==> src/rtl/lcdt_pkg.sv <==
// Shared field widths, register indices, bit positions and the colour
// packing function of the panel timing generator.
package lcdt_pkg;
    localparam int SZ_W    = 12;   // size field width (minus-one coded)
    localparam int SYN_W   = 8;    // sync width field
    localparam int POR_W   = 12;   // porch fields
    localparam int CNT_W   = 15;   // counter width, holds the largest sum
    localparam int RGB_W   = 24;
    localparam int AD_W    = 3;
    localparam int DW      = 32;

    localparam logic [AD_W-1:0] A_CTRL = 3'd0;
    localparam logic [AD_W-1:0] A_SIZE = 3'd1;
    localparam logic [AD_W-1:0] A_HTIM = 3'd2;
    localparam logic [AD_W-1:0] A_VTIM = 3'd3;
    localparam logic [AD_W-1:0] A_POL  = 3'd4;
    localparam logic [AD_W-1:0] A_BG   = 3'd5;

    localparam int C_EN  = 0;
    localparam int C_TFT = 3;
    localparam int C_GO  = 5;
    localparam int C_FMT = 8;
    localparam int SIZE_V_LSB = 16;
    localparam int T_FP_LSB   = 8;
    localparam int T_BP_LSB   = 20;

    typedef struct packed {
        logic [POR_W-1:0] bp;
        logic [POR_W-1:0] fp;
        logic [SYN_W-1:0] sw;
        logic [SZ_W-1:0]  act_m1;
    } axis_t;

    typedef struct packed {
        axis_t      h;
        axis_t      v;
        logic [2:0] pol;
    } geom_t;

    // Pack an 8:8:8 colour to the selected LSB-aligned bus width.
    function automatic logic [RGB_W-1:0] pack_rgb(input logic [1:0] f, input logic [RGB_W-1:0] c);
        case (f)
            2'd3:    pack_rgb = c;
            2'd2:    pack_rgb = {6'b0, c[23:18], c[15:10], c[7:2]};
            2'd1:    pack_rgb = {8'b0, c[23:19], c[15:10], c[7:3]};
            default: pack_rgb = {12'b0, c[23:20], c[15:12], c[7:4]};
        endcase
    endfunction
endpackage

==> src/rtl/lcdt_regs.sv <==
// Register bank: live control and background colour, a shadow geometry set,
// and the active geometry set loaded from the shadow on commit.
// Assumes frame_end_i is high only on the final clock of a scanned frame.
module lcdt_regs import lcdt_pkg::*; #(
    parameter int DEF_W   = 1024,
    parameter int DEF_H   = 768,
    parameter int DEF_HBP = 47,
    parameter int DEF_HFP = 15,
    parameter int DEF_HSW = 95,
    parameter int DEF_VBP = 32,
    parameter int DEF_VFP = 9,
    parameter int DEF_VSW = 2
) (
    input  logic             clk,
    input  logic             rst_n,
    input  logic             we_i,
    input  logic [AD_W-1:0]  addr_i,
    input  logic [DW-1:0]    wdata_i,
    output logic [DW-1:0]    rdata_o,
    input  logic             frame_end_i,
    output geom_t            act_o,
    output logic             en_o,
    output logic [1:0]       fmt_o,
    output logic [RGB_W-1:0] bg_o
);
    localparam geom_t DEF_G = '{
        h: '{bp: POR_W'(DEF_HBP), fp: POR_W'(DEF_HFP), sw: SYN_W'(DEF_HSW), act_m1: SZ_W'(DEF_W - 1)},
        v: '{bp: POR_W'(DEF_VBP), fp: POR_W'(DEF_VFP), sw: SYN_W'(DEF_VSW), act_m1: SZ_W'(DEF_H - 1)},
        pol: 3'b000
    };

    geom_t            sh_q, act_q;
    logic             en_q, tft_q, go_q;
    logic [1:0]       fmt_q;
    logic [RGB_W-1:0] bg_q;
    logic             wr_ctrl, commit;

    assign wr_ctrl = we_i && (addr_i == A_CTRL);
    assign commit  = go_q && (!en_q || frame_end_i);

    // Shadow geometry: written by software at any time.
    always_ff @(posedge clk) begin
        if (!rst_n) begin
            sh_q <= DEF_G;
        end else if (we_i) begin
            case (addr_i)
                A_SIZE: begin
                    sh_q.h.act_m1 <= wdata_i[SZ_W-1:0];
                    sh_q.v.act_m1 <= wdata_i[SIZE_V_LSB +: SZ_W];
                end
                A_HTIM: begin
                    sh_q.h.bp <= wdata_i[T_BP_LSB +: POR_W];
                    sh_q.h.fp <= wdata_i[T_FP_LSB +: POR_W];
                    sh_q.h.sw <= wdata_i[SYN_W-1:0];
                end
                A_VTIM: begin
                    sh_q.v.bp <= wdata_i[T_BP_LSB +: POR_W];
                    sh_q.v.fp <= wdata_i[T_FP_LSB +: POR_W];
                    sh_q.v.sw <= wdata_i[SYN_W-1:0];
                end
                A_POL:   sh_q.pol <= wdata_i[2:0];
                default: ;
            endcase
        end
    end

    // Live control and background colour.
    always_ff @(posedge clk) begin
        if (!rst_n) begin
            en_q  <= 1'b0;
            tft_q <= 1'b0;
            fmt_q <= 2'd0;
            bg_q  <= 24'hFF0000;
        end else begin
            if (wr_ctrl) begin
                en_q  <= wdata_i[C_EN];
                tft_q <= wdata_i[C_TFT];
                fmt_q <= wdata_i[C_FMT +: 2];
            end
            if (we_i && addr_i == A_BG) bg_q <= wdata_i[RGB_W-1:0];
        end
    end

    // GO flag: a write sets it, a commit clears it; a new request wins.
    always_ff @(posedge clk) begin
        if (!rst_n) go_q <= 1'b0;
        else        go_q <= (go_q && !commit) || (wr_ctrl && wdata_i[C_GO]);
    end

    // Active set: loaded from the shadow only on commit.
    always_ff @(posedge clk) begin
        if (!rst_n)      act_q <= DEF_G;
        else if (commit) act_q <= sh_q;
    end

    // Read mux over the software-visible view.
    always_comb begin
        rdata_o = '0;
        case (addr_i)
            A_CTRL: begin
                rdata_o[C_EN]       = en_q;
                rdata_o[C_TFT]      = tft_q;
                rdata_o[C_GO]       = go_q;
                rdata_o[C_FMT +: 2] = fmt_q;
            end
            A_SIZE: begin
                rdata_o[SZ_W-1:0]          = sh_q.h.act_m1;
                rdata_o[SIZE_V_LSB +: SZ_W] = sh_q.v.act_m1;
            end
            A_HTIM:  rdata_o = {sh_q.h.bp, sh_q.h.fp, sh_q.h.sw};
            A_VTIM:  rdata_o = {sh_q.v.bp, sh_q.v.fp, sh_q.v.sw};
            A_POL:   rdata_o[2:0] = sh_q.pol;
            A_BG:    rdata_o[RGB_W-1:0] = bg_q;
            default: rdata_o = '0;
        endcase
    end

    assign act_o = act_q;
    assign en_o  = en_q;
    assign fmt_o = fmt_q;
    assign bg_o  = bg_q;


    act_stable_chk: assert property (@(posedge clk) disable iff (!rst_n)
        ($past(en_q) && !$past(frame_end_i)) |-> $stable(act_q));

    go_set_chk: assert property (@(posedge clk) disable iff (!rst_n)
        $rose(go_q) |-> $past(we_i && addr_i == A_CTRL && wdata_i[C_GO]));

    go_clear_chk: assert property (@(posedge clk) disable iff (!rst_n)
        $fell(go_q) |-> $past(!en_q || frame_end_i));
endmodule

==> src/rtl/lcdt_axis_dec.sv <==
// Decodes one scan axis: sync region, active window, position in the
// window and the last count of the period. Combinational.
// Assumes the count never passes the period's last value.
module lcdt_axis_dec import lcdt_pkg::*; (
    input  logic [CNT_W-1:0] cnt_i,
    input  axis_t            ax_i,
    output logic             sync_o,
    output logic             act_o,
    output logic [SZ_W-1:0]  pos_o,
    output logic             last_o
);
    logic [CNT_W-1:0] a_start, a_stop, t_last;

    // Region boundaries from plain-count porches and minus-one size.
    always_comb begin
        a_start = CNT_W'(ax_i.sw) + CNT_W'(ax_i.bp);
        a_stop  = a_start + CNT_W'(ax_i.act_m1) + CNT_W'(1);
        t_last  = a_stop + CNT_W'(ax_i.fp) - CNT_W'(1);
    end

    assign sync_o = cnt_i < CNT_W'(ax_i.sw);
    assign act_o  = (cnt_i >= a_start) && (cnt_i < a_stop);
    assign pos_o  = act_o ? SZ_W'(cnt_i - a_start) : '0;
    assign last_o = (cnt_i == t_last);
endmodule

==> src/rtl/lcdt_scan.sv <==
// Pixel and line counters. Held at the frame origin while disabled.
// Assumes h_last_i and v_last_i come from decoders of the same counts.
module lcdt_scan import lcdt_pkg::*; (
    input  logic             clk,
    input  logic             rst_n,
    input  logic             en_i,
    input  logic             h_last_i,
    input  logic             v_last_i,
    output logic [CNT_W-1:0] hc_o,
    output logic [CNT_W-1:0] vc_o,
    output logic             frame_end_o
);
    // Advance the pixel count, wrap into the next line and frame.
    always_ff @(posedge clk) begin
        if (!rst_n || !en_i) begin
            hc_o <= '0;
            vc_o <= '0;
        end else if (h_last_i) begin
            hc_o <= '0;
            vc_o <= v_last_i ? '0 : vc_o + CNT_W'(1);
        end else begin
            hc_o <= hc_o + CNT_W'(1);
        end
    end

    assign frame_end_o = en_i && h_last_i && v_last_i;


    line_wrap_chk: assert property (@(posedge clk) disable iff (!rst_n)
        ($past(en_i) && en_i && hc_o == '0 && $past(hc_o) != '0) |-> $past(h_last_i));
endmodule

==> src/rtl/lcdt_out.sv <==
// Output stage: registers sync, enable and coordinates, applies the
// polarity of the configuration that produced each cycle, packs colour.
// Assumes the decoded inputs describe the current counter position.
module lcdt_out import lcdt_pkg::*; (
    input  logic             clk,
    input  logic             rst_n,
    input  logic             en_i,
    input  logic             hs_i,
    input  logic             vs_i,
    input  logic             de_i,
    input  logic [SZ_W-1:0]  x_i,
    input  logic [SZ_W-1:0]  y_i,
    input  logic [2:0]       pol_i,
    input  logic [1:0]       fmt_i,
    input  logic [RGB_W-1:0] bg_i,
    input  logic             pix_valid_i,
    input  logic [RGB_W-1:0] pix_data_i,
    output logic             hsync_o,
    output logic             vsync_o,
    output logic             de_o,
    output logic [SZ_W-1:0]  x_o,
    output logic [SZ_W-1:0]  y_o,
    output logic [RGB_W-1:0] rgb_o
);
    logic            hs_q, vs_q, de_q;
    logic [2:0]      pol_q;
    logic [SZ_W-1:0] x_q, y_q;

    // Register the decoded position together with its polarity.
    always_ff @(posedge clk) begin
        if (!rst_n) begin
            hs_q  <= 1'b0;
            vs_q  <= 1'b0;
            de_q  <= 1'b0;
            x_q   <= '0;
            y_q   <= '0;
            pol_q <= 3'b000;
        end else begin
            hs_q  <= en_i && hs_i;
            vs_q  <= en_i && vs_i;
            de_q  <= en_i && de_i;
            x_q   <= (en_i && de_i) ? x_i : '0;
            y_q   <= (en_i && de_i) ? y_i : '0;
            pol_q <= pol_i;
        end
    end

    assign hsync_o = hs_q ^ pol_q[0];
    assign vsync_o = vs_q ^ pol_q[1];
    assign de_o    = de_q ^ pol_q[2];
    assign x_o     = x_q;
    assign y_o     = y_q;
    assign rgb_o   = pack_rgb(fmt_i, (de_q && pix_valid_i) ? pix_data_i : bg_i);


    de_hs_excl_chk: assert property (@(posedge clk) disable iff (!rst_n)
        de_q |-> !hs_q);

    coord_zero_chk: assert property (@(posedge clk) disable iff (!rst_n)
        !de_q |-> (x_q == '0 && y_q == '0));

    idle_out_chk: assert property (@(posedge clk) disable iff (!rst_n)
        !$past(en_i) |-> (!de_q && !hs_q && !vs_q));
endmodule

==> src/rtl/lcd_timing_gen.sv <==
// Top level: register bank, two axis decoders, counters and output stage.
// Assumes a single clock domain (the pixel clock) for register access.
module lcd_timing_gen import lcdt_pkg::*; #(
    parameter int DEF_W   = 1024,
    parameter int DEF_H   = 768,
    parameter int DEF_HBP = 47,
    parameter int DEF_HFP = 15,
    parameter int DEF_HSW = 95,
    parameter int DEF_VBP = 32,
    parameter int DEF_VFP = 9,
    parameter int DEF_VSW = 2
) (
    input  logic             clk,
    input  logic             rst_n,
    input  logic             reg_we,
    input  logic [AD_W-1:0]  reg_addr,
    input  logic [DW-1:0]    reg_wdata,
    output logic [DW-1:0]    reg_rdata,
    input  logic             pix_valid_i,
    input  logic [RGB_W-1:0] pix_data_i,
    output logic             hsync_o,
    output logic             vsync_o,
    output logic             de_o,
    output logic [SZ_W-1:0]  x_o,
    output logic [SZ_W-1:0]  y_o,
    output logic [RGB_W-1:0] rgb_o
);
    localparam int N_AX = 2;   // 0 horizontal, 1 vertical

    geom_t            act;
    logic             en, frame_end;
    logic [1:0]       fmt;
    logic [RGB_W-1:0] bg;
    logic [CNT_W-1:0] hc, vc;

    axis_t            ax_sel  [N_AX];
    logic [CNT_W-1:0] cnt_sel [N_AX];
    logic             sync_w  [N_AX];
    logic             act_w   [N_AX];
    logic             last_w  [N_AX];
    logic [SZ_W-1:0]  pos_w   [N_AX];

    lcdt_regs #(
        .DEF_W(DEF_W), .DEF_H(DEF_H),
        .DEF_HBP(DEF_HBP), .DEF_HFP(DEF_HFP), .DEF_HSW(DEF_HSW),
        .DEF_VBP(DEF_VBP), .DEF_VFP(DEF_VFP), .DEF_VSW(DEF_VSW)
    ) u_regs (
        .clk(clk), .rst_n(rst_n),
        .we_i(reg_we), .addr_i(reg_addr), .wdata_i(reg_wdata), .rdata_o(reg_rdata),
        .frame_end_i(frame_end),
        .act_o(act), .en_o(en), .fmt_o(fmt), .bg_o(bg)
    );

    assign ax_sel[0]  = act.h;
    assign ax_sel[1]  = act.v;
    assign cnt_sel[0] = hc;
    assign cnt_sel[1] = vc;

    for (genvar a = 0; a < N_AX; a++) begin : g_axis
        lcdt_axis_dec u_dec (
            .cnt_i(cnt_sel[a]), .ax_i(ax_sel[a]),
            .sync_o(sync_w[a]), .act_o(act_w[a]), .pos_o(pos_w[a]), .last_o(last_w[a])
        );
    end

    lcdt_scan u_scan (
        .clk(clk), .rst_n(rst_n), .en_i(en),
        .h_last_i(last_w[0]), .v_last_i(last_w[1]),
        .hc_o(hc), .vc_o(vc), .frame_end_o(frame_end)
    );

    lcdt_out u_out (
        .clk(clk), .rst_n(rst_n), .en_i(en),
        .hs_i(sync_w[0]), .vs_i(sync_w[1]), .de_i(act_w[0] && act_w[1]),
        .x_i(pos_w[0]), .y_i(pos_w[1]),
        .pol_i(act.pol), .fmt_i(fmt), .bg_i(bg),
        .pix_valid_i(pix_valid_i), .pix_data_i(pix_data_i),
        .hsync_o(hsync_o), .vsync_o(vsync_o), .de_o(de_o),
        .x_o(x_o), .y_o(y_o), .rgb_o(rgb_o)
    );
endmodule

==> config.mk <==
export PLATFORM = sky130hd
export DESIGN_NAME = lcd_timing_gen
export DESIGN_NICKNAME = d
export VERILOG_FILES = /design/src/rtl/lcdt_pkg.sv /design/src/rtl/lcdt_regs.sv /design/src/rtl/lcdt_axis_dec.sv /design/src/rtl/lcdt_scan.sv /design/src/rtl/lcdt_out.sv /design/src/rtl/lcd_timing_gen.sv
export SDC_FILE = /design/constraint.sdc
export NUM_CORES = 1
export LEC_CHECK = 0
export BUFFER_PORTS_ARGS = -buffer_cell sky130_fd_sc_hd__buf_2
export CAP_MARGIN = 10
export CELL_PAD_IN_SITES_DETAIL_PLACEMENT = 1
export CELL_PAD_IN_SITES_GLOBAL_PLACEMENT = 1
export CORE_MARGIN = 5
export CORE_UTILIZATION = 47
export DETAILED_ROUTE_END_ITERATION = 8
export GPL_ROUTABILITY_DRIVEN = 1
export PLACE_DENSITY_LB_ADDON = 0.1
export SETUP_SLACK_MARGIN = 0.1
export SYNTH_ARGS = -nofsm -noshare
export SYNTH_HDL_FRONTEND = slang
export SYNTH_SLANG_ARGS = --single-unit
==> constraint.sdc <==
create_clock -name clk -period 7.4 [get_ports clk]
set_input_delay 0 -clock clk [delete_from_list [all_inputs] [get_ports clk]]
set_output_delay 0 -clock clk [all_outputs]
set_load 0.02 [all_outputs]
==> results of run 1 <==
==> worst min path at each step <==
stage	from	slack, ns	depth (start not counted)	endpoint
floorplan	reg_wdata[16]	0.12	2	u_regs.bg_o[16]
global placement	reg_wdata[10]	0.27	3	u_regs.sh_q[69]
detailed placement	reg_wdata[10]	0.28	3	u_regs.sh_q[69]
CTS	reg_wdata[23]	0.22	4	u_regs.bg_o[23]
global route	reg_wdata[16]	0.28	4	u_regs.bg_o[16]
finish	reg_wdata[23]	0.27	4	u_regs.sh_q[82]
==> repair_timing <==
| item | CTS | global route |
|---|---|---|
| gates resized for setup | 12 | 38 |
| gates cloned | 0 | 1 |
| buffers inserted | 1 | 6 |
| hold buffers | 36 | 0 |
| pin swaps | 5 | 10 |
| endpoints found under the hold margin | 137 | 0 |
| setup endpoints to repair | 120 | 121 |
==> power by group through the flow <==
stage               Sequential, uW  Combinational, uW  Clock [uW]
floorplan                     1520                184           0
global placement              1540                267           0
detailed placement            1540                273           0
CTS                           1510                290        1710
global route                  1510                320        1780
finish                        1510                298        1690
==> flip-flops by register name, indices dropped and copies added, names as in the netlist <==
| register | flops |
|---|---|
| u_out.de_q | 1 |
| u_out.hs_q | 1 |
| u_out.pol_q | 3 |
| u_out.vs_q | 1 |
| u_out.x_o | 12 |
| u_out.y_o | 12 |
| u_regs.act_o | 91 |
| u_regs.bg_o | 24 |
| u_regs.en_o | 1 |
| u_regs.fmt_o | 2 |
| u_regs.go_q | 1 |
| u_regs.sh_q | 91 |
| u_regs.tft_q | 1 |
| u_scan.hc_o | 15 |
| u_scan.vc_o | 15 |
==> per-layer routing <==
metal	vias up	wire, um
li1	9684	-
met1	10375	36320
met2	561	36710
met3	104	3615
met4	0	2306
met5	-	0
==> cell usage in the layout (no fill, tap or decap), drive strengths merged, types with 75 or more instances in the layout <==
master,netlist,layout
a21oi,93,93
nand3,146,146
a31oi,101,101
xnor2,80,80
ha,154,154
nor2,94,94
o21ai,75,75
buf,45,185
nand2,335,335
nor3,76,76
dfxtp,271,271
inv,157,159
o2111ai,96,96
==> cells by family (layout without fill, tap and decap cells) <==
logic type | count (synthesis) | count (layout) | share of synthesized area (%)
AO/OA/AOI/OAI | 720 | 720 | 25.57
XOR/XNOR | 136 | 136 | 5.808
adder cells (fa/ha/maj) | 163 | 163 | 10.16
buffers and inverters | 353 | 437 | 6.966
flip-flops | 271 | 271 | 26.29
multiplexers | 66 | 66 | 3.626
other | 1 | 3 | 0.01817
AND/OR/NAND/NOR | 900 | 900 | 21.57
==> through the flow <==
stage	worst slack [ns]	total power, uW
after floorplan	0.8853	1704
after global placement	0.1658	1806
after detailed placement	-0.06772	1813
after CTS	0.1126	3511
after global routing	0.07911	3606
final	0.3838	3496
==> worst max-delay path: stages (launching register included) <==
cell and delay, ns:
dfxtp_1 0.34, ha_1 0.24, fa_1 0.42, a21oi_2 0.17, o22ai_1 0.13, o41a_1 0.38, and3_1 0.21, xor2_1 0.26
ha_4 0.28, a21oi_1 0.16, o21ai_0 0.14, a41oi_2 0.23, nand3b_1 0.12, nor2b_1 0.16, or4_1 0.59, and2_1 0.22
xor2_1 0.15, ha_1 0.38, xor2_2 0.19, o221ai_1 0.13, a2111o_1 0.37, nor4_2 0.25, nand4_1 0.15, a221o_4 0.37
or2_2 0.35, buf_12 0.20, o211a_1 0.25
==> area by class of cell <==
type | count | area, um^2 | share of cell area, %
well taps | 585 | 732.0 | 3.126
diodes | 1 | 2.502 | 0.01069
repair buffers | 222 | 1486 | 6.348
inverters | 158 | 593.1 | 2.533
clock inverters | 9 | 117.6 | 0.5022
flip-flops and latches | 271 | 5430 | 23.19
multi-input cells | 1987 | 14040 | 59.96
clock buffers | 48 | 1013 | 4.328
==> impl_metrics.ini, run 1 <==
[final_layout]
design_area_um2 = 23420
final_nets = 2899
final_cells = 3281
drive_gt1_share_pct = 11.84
syn2layout_area_growth_pct = 13.47
fillers = 5229
final_util_pct = 54.12

[logic_synthesis]
avgSynthCellArea_um2 = 7.907
synth.ff_latch_count = 271
synth_area_leaders = dfxtp_1, ha_1, nand2_1
synth_warnings = 0
syn_inst = 2610
synth_ff_type = dfxtp_1
async_flop_share_pct = 0
synth_top_area_share_pct = 26.29
synth_edf_count = 0
synth_most_common_cell = nand2_1
synthTopCellsByCount = nand2_1, dfxtp_1, inv_1
ys_types = 90
yosysSeqAreaShare_pct = 26.29
synth_top_area_cell = dfxtp_1
syn-cell-area_um2 = 20640

[sta]
worst_slew_pin_slew_ns = 1.174
whs_ns = 0.2660
finalSetupTns_ns = 0
setup_viol = 0
slew_violations = 0
finalHoldViolations = 0
fin_crit_sh_pct = 94.81
fmax_mhz = 142.5
grt_setup_unrepaired = false
post-route-min-period_ns = 7.016
max-slew-margin-rel_pct = 21.55
worst_clock_skew_ns = 0.03449

[critical_path]
worst_setup_path_start_kind = flop
crit_path_end = u_regs.act_o[68]
critPathArrivalTime_ns = 7.45
worstPathRequired_ns = 7.83
reg2reg_slack_ns = 0.38
end_kind = flop
reg2reg_from = u_regs.act_o[15]
cp_max_fo = 44
cp-startpoint = u_regs.act_o[15]
crit_type = flop to flop
r2r_cells = 26
r2r_end = u_regs.act_o[68]

[global_route]
grt_use_met3_pct = 3.119
grt_use_total_pct = 31.40
grt_pass1_vias = 20770
grt_pass1_wl_mm = 120.9
grt-ovfl-total = 0
antenna_found_initial = 1
gr-max-usage-layer = met2
met1_usage_pct = 44.25
gr-usage-met2_pct = 51.17
grt_max_degree = 110

[drt]
drt-total-wl_mm = 78.95
ant_nets = 0
drc = 0
routedWlPerCell_um = 24.06
vias = 20724
vias_per_cell = 6.316
first_pass_iters = 5
drt-initial-drc-count = 1610

[floorplanning]
ioPinCount = 146
start_util_pct = 47.70
core_um2 = 43270
rows = 76
die_height_um = 219.5
dieWidth_um = 219.5
dieArea_um2 = 48200

[clock_tree]
clk_latency_ns = 0.57
clockBufferDepth = 3
clkTransAtPathRegs_ns = 0.06
cts_tree = yes
htree_levels = 2
cts_root_buffer = clkbuf_16
numCtsBuffers = 34
cts_sinks = 271

[placement]
gp_congestion = 0.9261
dpl.cell_count = 3179
io_buffers = 145
hpwl_mm = 56.20
place_area_um2 = 21600

[power]
power.density_nw_per_um2 = 149.3
p_seq_share_pct = 43.2
comb_power_share_pct = 8.5
p_sw_share_pct = 26.17
pwr-share-clk_pct = 48.3
ir_drop_v = 0.0001777
switching_power_uw = 914.8
p_leak_uw = 0.009303
intPower_uw = 2581

[status]
status = complete, no violations

[min_path]
hold_class = input pin to flop

[flow_run]
cap_violations = 0
No activity file was read; power rests on OpenSTA's default activity.
==> run 2, diff against run 1 <==
REMOVE_ABC_BUFFERS = 1   (was not set)
==> run 2 against run 1 <==
Combinational power is essentially flat; hold slack worse by 0.0060 ns; via count is 0.83% higher; clock skew increased by 0.0018 ns; critical endpoint is now u_regs.act_o[60]; critical path type unchanged; largest cell class unchanged; sequential power about the same; die area is the same; non-clock buffer count is 15 higher; flip-flop and latch count unchanged; clock power about the same.
==> impl_metrics.ini, run 2 (synthesis gave the netlist of run 1 again) <==
[sta]
max-slew-margin-rel_pct = 18.69
fin_crit_sh_pct = 94.65
slew_violations = 0
worst_clock_skew_ns = 0.03625
setup_viol = 0
fmax_mhz = 142.8
finalHoldViolations = 0
grt_setup_unrepaired = false
whs_ns = 0.2600
finalWorstSetupSlack_ns = 0.3960
worst_slew_pin_slew_ns = 1.216
finalSetupTns_ns = 0
post-route-min-period_ns = 7.004

[critical_path]
crit_type = flop to flop
r2r_cells = 30
slowest_delay_ns = 0.52
crit_path_frequent_cell = a21oi_2
cp_max_fo = 43
critPathArrivalTime_ns = 7.45
end_kind = flop
worstPathRequired_ns = 7.84
cp_slowest_cell = or4b_1
worst_setup_path_start_kind = flop

[drt]
vias_per_cell = 6.334
drt-total-wl_mm = 77.93
first_pass_iters = 5
routedWlPerCell_um = 23.62
vias = 20897
drc = 0
ant_nets = 0
drt-initial-drc-count = 1747

[power]
p_leak_uw = 0.009390
ir_drop_v = 0.0001768
power.density_nw_per_um2 = 148.7

[floorplanning]
dieArea_um2 = 48200
core_um2 = 43270
die_height_um = 219.5
dieWidth_um = 219.5
start_util_pct = 47.70
ioPinCount = 146
rows = 76

[clock_tree]
cts_tree = yes
clkTransAtPathRegs_ns = 0.06
htree_levels = 2
cts_root_buffer = clkbuf_16
clockBufferDepth = 3
numCtsBuffers = 35
clk_latency_ns = 0.57
cts_sinks = 271

[placement]
dpl.cell_count = 3188
pre_cts_ws_ns = -0.1276
hpwl_mm = 54.79
gp_congestion = 0.9115
io_buffers = 145

[global_route]
grt_use_total_pct = 31.42
antenna_found_initial = 3
grt_pass1_wl_mm = 120.5
grt_max_degree = 177
grt_pass1_vias = 21117
grt-ovfl-total = 0

[final_layout]
final_util_pct = 54.46
final_nets = 2915
final_cells = 3299
layout_commonest_cell = nand2_1
syn2layout_area_growth_pct = 14.19
drive_gt1_share_pct = 12.53
layout.cells.most_common_list = nand2_1, dfxtp_1, inv_1
fillers = 5231

[status]
status = complete, no violations

[flow_run]
cap_violations = 0

[min_path]
hold_class = input pin to flop
hold_depth = 4
## run 2: routing by layer
layer | global-route usage, % | part of all wire (%)
met5 | 0 | 0.017
met4 | 11.62 | 3.7
met3 | 6.484 | 7.3
met2 | 50.89 | 45
met1 | 41.44 | 44
## run 2: path summary, 6_finish.rpt
| path | from | end | slack [ns] |
|---|---|---|---|
| worst max register to register | u_regs.act_o[59] | u_regs.act_o[60] | 0.40 |
| worst min register to register | u_regs.sh_q[85] | u_regs.sh_q[85] | 0.50 |
| worst min-delay path | reg_wdata[30] | u_regs.sh_q[89] | 0.26 |
| worst max-delay path | u_regs.act_o[59] | u_regs.act_o[60] | 0.40 |
## run 2: final cells by class
cell class	count	area [um^2]	area share, %
inverters	158	593.1	2.517
clock buffers	50	1023	4.343
multi-input cells	1987	14070	59.71
flip-flops and latches	271	5433	23.05
repair buffers	237	1607	6.817
clock inverters	10	103.9	0.4407
diodes	1	2.502	0.01062
well taps	585	732.0	3.106
## run 2: what timing repair did
| action | in CTS | in global routing |
|---|---|---|
| gates cloned | 0 | 2 |
| resized for setup | 9 | 42 |
| hold buffers | 34 | 0 |
| endpoints found under the setup margin | 94 | 121 |
| setup buffers | 2 | 12 |
| hold endpoints to repair | 138 | 0 |
| pin swaps | 2 | 13 |
## run 2: where the power goes
group	switching [uW]	leakage [uW]	internal, uW
Combinational	192	0.00664	108
Clock	696	0.000553	1000
Sequential	29.1	0.00219	1480
## run 2: metrics by stage
stage | total power (uW) | cell area (um^2)
4_1_cts | 3514 | 23220
2_1_floorplan | 1665 | 19800
3_3_place_gp | 1806 | 21700
3_5_place_dp | 1814 | 21700
5_1_grt | 3608 | 23560
6_report | 3504 | 23570
## run 2: worst max-delay path: cells and delay by family (launching register included)
| kind | cells | cell delay, ns |
|---|---|---|
| xor+xnor | 3 | 0.50 |
| buf+inv | 3 | 0.58 |
| fa+ha+maj | 4 | 1.23 |
| flops | 1 | 0.32 |
| compound gates | 12 | 2.24 |
| simple gates | 8 | 2.00 |
